===== src/rtl/wr_guard_pkg.sv =====
package wr_guard_pkg;

    typedef enum logic [1:0] {
        ST_POR_OPEN = 2'd0,
        ST_LOCKED   = 2'd1,
        ST_ARMED    = 2'd2,
        ST_SW_OPEN  = 2'd3
    } guard_state_e;

    function automatic int unsigned max_u(input int unsigned a, input int unsigned b);
        return (a > b) ? a : b;
    endfunction

endpackage


===== src/rtl/wr_guard_timer.sv =====
module wr_guard_timer
    import wr_guard_pkg::*;
#(
    parameter int unsigned POR_SECS    = 15,
    parameter int unsigned UNLOCK_SECS = 2
) (
    input  logic clk,
    input  logic rst_n,
    input  logic run,
    input  logic por_phase,
    input  logic tick_1hz,
    output logic expire
);
    localparam int unsigned LONGEST = max_u(POR_SECS, UNLOCK_SECS);
    localparam int unsigned CNT_W   = $clog2(LONGEST + 1);
    localparam logic [CNT_W-1:0] POR_LAST = CNT_W'(POR_SECS - 1);
    localparam logic [CNT_W-1:0] SW_LAST  = CNT_W'(UNLOCK_SECS - 1);

    logic [CNT_W-1:0] sec_cnt_q;
    logic [CNT_W-1:0] last_val;

    always_comb begin
        last_val = por_phase ? POR_LAST : SW_LAST;
    end

    always_ff @(posedge clk or negedge rst_n) begin
        if (!rst_n) begin
            sec_cnt_q <= '0;
        end else if (!run) begin
            sec_cnt_q <= '0;
        end else if (tick_1hz) begin
            sec_cnt_q <= sec_cnt_q + 1'b1;
        end
    end

    always_comb begin
        expire = run && tick_1hz && (sec_cnt_q == last_val);
    end

    AST_CNT_IN_WINDOW: assert property (@(posedge clk) disable iff (!rst_n)
        run |-> (sec_cnt_q <= last_val));

    AST_CNT_IDLE_ZERO: assert property (@(posedge clk) disable iff (!rst_n)
        !run |=> (sec_cnt_q == '0));

endmodule


===== src/rtl/wr_guard_fsm.sv =====
module wr_guard_fsm
    import wr_guard_pkg::*;
#(
    parameter int unsigned KEY_W    = 16,
    parameter logic [KEY_W-1:0] KEY_ARM  = 16'hA5C3,
    parameter logic [KEY_W-1:0] KEY_OPEN = 16'h3C5A
) (
    input  logic             clk,
    input  logic             rst_n,
    input  logic             key_wr,
    input  logic [KEY_W-1:0] key_data,
    input  logic             lock_req,
    input  logic             expire,
    output logic             open_win,
    output logic             por_phase,
    output logic             prot_active
);
    guard_state_e state_q, state_d;

    always_ff @(posedge clk or negedge rst_n) begin
        if (!rst_n) begin
            state_q <= ST_POR_OPEN;
        end else begin
            state_q <= state_d;
        end
    end

    always_comb begin
        state_d = state_q;
        if (lock_req) begin
            state_d = ST_LOCKED;
        end else begin
            unique case (state_q)
                ST_POR_OPEN, ST_SW_OPEN: begin
                    if (expire) state_d = ST_LOCKED;
                end
                ST_LOCKED: begin
                    if (key_wr && key_data == KEY_ARM) state_d = ST_ARMED;
                end
                ST_ARMED: begin
                    if (key_wr) begin
                        if (key_data == KEY_OPEN)     state_d = ST_SW_OPEN;
                        else if (key_data == KEY_ARM) state_d = ST_ARMED;
                        else                          state_d = ST_LOCKED;
                    end
                end
                default: state_d = ST_LOCKED;
            endcase
        end
    end

    always_comb begin
        open_win    = 1'b0;
        por_phase   = 1'b0;
        prot_active = 1'b1;
        unique case (state_q)
            ST_POR_OPEN: begin
                open_win    = 1'b1;
                por_phase   = 1'b1;
                prot_active = 1'b0;
            end
            ST_SW_OPEN: begin
                open_win    = 1'b1;
                prot_active = 1'b0;
            end
            ST_LOCKED, ST_ARMED: begin
                prot_active = 1'b1;
            end
            default: prot_active = 1'b1;
        endcase
    end

    AST_LOCK_NEXT: assert property (@(posedge clk) disable iff (!rst_n)
        lock_req |=> (state_q == ST_LOCKED));

    AST_KEY_PAIR_OPENS: assert property (@(posedge clk) disable iff (!rst_n)
        (state_q == ST_ARMED && key_wr && key_data == KEY_OPEN && !lock_req)
        |=> (state_q == ST_SW_OPEN));

    AST_NO_POR_REENTRY: assert property (@(posedge clk) disable iff (!rst_n)
        (state_q != ST_POR_OPEN) |=> (state_q != ST_POR_OPEN));

    AST_LOCKED_TICK_STABLE: assert property (@(posedge clk) disable iff (!rst_n)
        (state_q == ST_LOCKED && !key_wr) |=> (state_q == ST_LOCKED));

    AST_OPEN_KEY_IGNORED: assert property (@(posedge clk) disable iff (!rst_n)
        (state_q == ST_SW_OPEN && !lock_req && !expire) |=> (state_q == ST_SW_OPEN));

endmodule


===== src/rtl/wr_guard_errflag.sv =====
module wr_guard_errflag (
    input  logic clk,
    input  logic rst_n,
    input  logic blocked,
    input  logic clr,
    output logic flag
);
    always_ff @(posedge clk or negedge rst_n) begin
        if (!rst_n) begin
            flag <= 1'b0;
        end else if (blocked) begin
            flag <= 1'b1;
        end else if (clr) begin
            flag <= 1'b0;
        end
    end

    AST_BERR_SET: assert property (@(posedge clk) disable iff (!rst_n)
        blocked |=> flag);

    AST_BERR_HOLD: assert property (@(posedge clk) disable iff (!rst_n)
        (flag && !clr) |=> flag);

endmodule


===== src/rtl/wr_guard_top.sv =====
module wr_guard_top
    import wr_guard_pkg::*;
#(
    parameter int unsigned POR_SECS    = 15,
    parameter int unsigned UNLOCK_SECS = 2,
    parameter int unsigned KEY_W       = 16,
    parameter logic [KEY_W-1:0] KEY_ARM  = 16'hA5C3,
    parameter logic [KEY_W-1:0] KEY_OPEN = 16'h3C5A
) (
    input  logic             clk,
    input  logic             rst_n,
    input  logic             tick_1hz,
    input  logic             key_wr,
    input  logic [KEY_W-1:0] key_data,
    input  logic             lock_req,
    input  logic             wr_req,
    input  logic             berr_clr,
    output logic             wr_grant,
    output logic             prot_active,
    output logic             bus_err
);
    logic open_win;
    logic por_phase;
    logic expire;
    logic blocked;

    wr_guard_fsm #(
        .KEY_W    (KEY_W),
        .KEY_ARM  (KEY_ARM),
        .KEY_OPEN (KEY_OPEN)
    ) fsm_i (
        .clk         (clk),
        .rst_n       (rst_n),
        .key_wr      (key_wr),
        .key_data    (key_data),
        .lock_req    (lock_req),
        .expire      (expire),
        .open_win    (open_win),
        .por_phase   (por_phase),
        .prot_active (prot_active)
    );

    wr_guard_timer #(
        .POR_SECS    (POR_SECS),
        .UNLOCK_SECS (UNLOCK_SECS)
    ) timer_i (
        .clk       (clk),
        .rst_n     (rst_n),
        .run       (open_win),
        .por_phase (por_phase),
        .tick_1hz  (tick_1hz),
        .expire    (expire)
    );

    always_comb begin
        wr_grant = wr_req && open_win;
        blocked  = wr_req && !open_win;
    end

    wr_guard_errflag err_i (
        .clk     (clk),
        .rst_n   (rst_n),
        .blocked (blocked),
        .clr     (berr_clr),
        .flag    (bus_err)
    );

    AST_NO_GRANT_WHEN_PROT: assert property (@(posedge clk) disable iff (!rst_n)
        prot_active |-> !wr_grant);

endmodule


===== config.mk =====
export PLATFORM = sky130hd
export DESIGN_NAME = wr_guard_top
export DESIGN_NICKNAME = d
export VERILOG_FILES = /design/src/rtl/wr_guard_pkg.sv /design/src/rtl/wr_guard_timer.sv /design/src/rtl/wr_guard_fsm.sv /design/src/rtl/wr_guard_errflag.sv /design/src/rtl/wr_guard_top.sv
export SDC_FILE = /design/constraint.sdc
export NUM_CORES = 1
export LEC_CHECK = 0
export BUFFER_PORTS_ARGS = -buffer_cell sky130_fd_sc_hd__buf_4
export CAP_MARGIN = 20
export CORE_AREA = 2 2 39 41
export DETAILED_ROUTE_END_ITERATION = 7
export DIE_AREA = 0 0 41 43
export PLACE_DENSITY_LB_ADDON = 0.12
export SLEW_MARGIN = 20
export SYNTH_ARGS = -nofsm -noshare
export SYNTH_HDL_FRONTEND = slang
export SYNTH_SLANG_ARGS = --single-unit

===== constraint.sdc =====
create_clock -name clk -period 3.6 [get_ports clk]
set_clock_uncertainty 0.15 [all_clocks]
set_input_delay 0.72 -clock clk [delete_from_list [all_inputs] [get_ports clk]]
set_output_delay 0.72 -clock clk [all_outputs]
set_load 0.01 [all_outputs]

==> impl_metrics.json <==
{
  "regToRegStartpoint": "fsm_i.state_q[1]$_DFFE_PN0P_",
  "finalWorstSetupSlack_ns": 1.360,
  "overflow": 0,
  "place_congestion": 0.6997,
  "synth_top_area_frac": 0.3491,
  "cts_setup_buffers": 0,
  "critPathMaxStageDelay_ns": 0.44,
  "tritoncts": "done",
  "post-place-ws_ns": 1.314,
  "htreeDepth": 1,
  "finalSetupViolCount": 0,
  "crit_family": "adder cells",
  "routed_wirelength_mm": 1.115,
  "reg2reg_to": "fsm_i.state_q[1]$_DFFE_PN0P_",
  "maxCapViolCount": 0,
  "drive_above_1_share": 0.3827,
  "avgSynthCellArea_um2": 9.467,
  "layout_common_cells": "buf_4, nor2_1, dfrtp_1",
  "cts-root-buf": "clkbuf_4",
  "fin_tns_setup_ns": 0,
  "nFillCells": 128,
  "p_leak_nw": 0.3794,
  "finalCritPeriodShare": 0.6223,
  "synth_cells": 53,
  "cp_max_fo": 9,
  "syn_to_final_growth_pct": 45.89,
  "multi_input_area_um2": 307.8,
  "endpoint_kind": "output port",
  "grt_pass1_wl_mm": 1.559,
  "synth_area_leaders": "dfrtp_1, ha_1, nor4bb_1",
  "tightestPinTransition_ns": 0.3649,
  "remaining_drc_errors": 0,
  "synthesis.nets": 80,
  "min_period_ns": 2.240,
  "crit_type": "flip-flop to output port",
  "ctsResizeCount": 0,
  "rsz0062_at_grt": "false",
  "die_h_um": 43,
  "cp_data_required_time_ns": 2.73,
  "crit_slowest_cell": "ha_1",
  "powerDensity_mw_per_mm2": 575.1,
  "maxSlewHeadroom": 0.7534,
  "netlist_area_um2": 501.7,
  "irDropWorstVdd_uv": 337.6,
  "clk-insertion-delay-late_ns": 0.25,
  "hold_slack_ns": 0.1171,
  "reg2reg_slack_ns": 1.48,
  "dp_cells": 93,
  "hold_path.class": "input pin to async pin",
  "ys_ff_latch": 7,
  "die_w_um": 41,
  "cts.clk_slew.worst_paths_ns": 0.05,
  "clk_path_buf_depth": 2,
  "critPathBufInv": 2,
  "critPathLaunchType": "flip-flop",
  "via_per_inst": 5.021,
  "arrival_ns": 1.37,
  "status": "finished clean",
  "hold_viol": 0,
  "synth.largest_area_cell": "dfrtp_1",
  "grt_antenna_before_repair": 0,
  "synth.yosys.seq_area_share": 0.3491,
  "cts.sinks": 7,
  "placement.io_buffers": 25,
  "nets": 109,
  "regArea_um2": 175.2,
  "routedWlPerCell_um": 11.49,
  "initial_core_util": 0.3626,
  "ctsHoldBuffers": 0,
  "max_freq_mhz": 446.4,
  "cts-buffers-inserted": 3,
  "diodes": 0,
  "vias": 487,
  "yosysUniqueCellTypes": 21,
  "layout_commonest_cell": "buf_4",
  "io_pins": 26,
  "core_mm2": 0.001384,
  "row_count": 14,
  "grt.total_usage": 0.1381,
  "stdcell_count": 97,
  "path_cells": "inv_1 -> ha_1 -> nor2b_1 -> buf_4",
  "grt_pass1_vias": 424,
  "ys_warn_count": 0,
  "dieArea_mm2": 0.001763,
  "grt_max_degree": 10,
  "drt_iter0_drc": 0,
  "rr_worst_depth": 7,
  "dpl.hpwl_um": 917.7,
  "first_pass_iters": 1,
  "slew_viol_final": 0,
  "final_antenna_net_count": 0
}
layout make-up:
cell class | count | area share
clock buffer | 4 | 0.03590
inverter | 4 | 0.02051
multi-input combinational | 41 | 0.4205
sequential | 7 | 0.2393
tap | 16 | 0.02735
timing repair buffer | 25 | 0.2564
worst max-delay path by stage:
stage / start / to / slack, ns / depth (start not counted)
2_1_floorplan: key_data[2] / fsm_i.state_q[1]$_DFFE_PN0P_ / 1.57 / 5
3_5_place_dp: key_data[9] / fsm_i.state_q[1]$_DFFE_PN0P_ / 1.31 / 6
4_1_cts: fsm_i.state_q[1]$_DFFE_PN0P_ / wr_grant / 1.33 / 4
5_1_grt: fsm_i.state_q[1]$_DFFE_PN0P_ / wr_grant / 1.24 / 4
3_3_place_gp: key_data[9] / fsm_i.state_q[1]$_DFFE_PN0P_ / 1.33 / 6
6_report: fsm_i.state_q[1]$_DFFE_PN0P_ / wr_grant / 1.36 / 4
synthesized netlist by cell type:
cell type	number
a21boi_0	1
inv_1	4
nor3_1	2
nand4_1	3
a211o_2	1
nor4bb_1	4
o21ai_0	1
a41oi_1	1
a21oi_1	2
ha_1	4
nor2_1	7
mux2_4	1
xor2_1	2
nand2_1	5
clkbuf_1	1
mux2i_1	3
nor2b_1	1
or4_1	1
dfrtp_1	7
xnor2_1	1
o31a_4	1
state kept, by name (all words and copies together) (netlist names):
name / count
timer_i.sec_cnt_q: 4
fsm_i.state_q: 2
err_i.flag: 1
per-layer routing:
layer,track usage,wire length (um)
met1,0.1600,455
met2,0.2000,495
met3,0.03141,130
met4,0.1200,34
met5,0,0
where the power goes:
| group | internal [mW] | switching (mW) | total (mW) |
|---|---|---|---|
| Sequential | 0.102 | 0.0216 | 0.124 |
| Clock | 0.0424 | 0.0306 | 0.0730 |
| Combinational | 0.122 | 0.102 | 0.224 |
per-stage QoR:
stage                     utilization  instance area, um2  power (mW)
after floorplan                     -               501.7      0.2771
after global placement         0.5099               705.7      0.3506
after detailed placement       0.5099               705.7      0.3534
after CTS                      0.5289               732.0      0.4299
after global routing           0.5289               732.0      0.4591
final                          0.5289               732.0      0.4210
worst register-to-register path: stages, from the launching register on:
cell	delay, ns
dfrtp_1	0.38
inv_1	0.07
ha_1	0.19
or4_1	0.49
mux2i_1	0.15
a211o_2	0.15
o31a_4	0.14
mux2_4	0.29
cells by family after synthesis:
logic type,Yosys count,share of synthesized area
xor+xnor,3,0.05238
mux,4,0.08977
flops,7,0.3491
compound gates,7,0.1172
fa+ha+maj,4,0.09975
buf+inv,5,0.03739
simple gates,23,0.2544
Power figures use the tool's default switching activity.
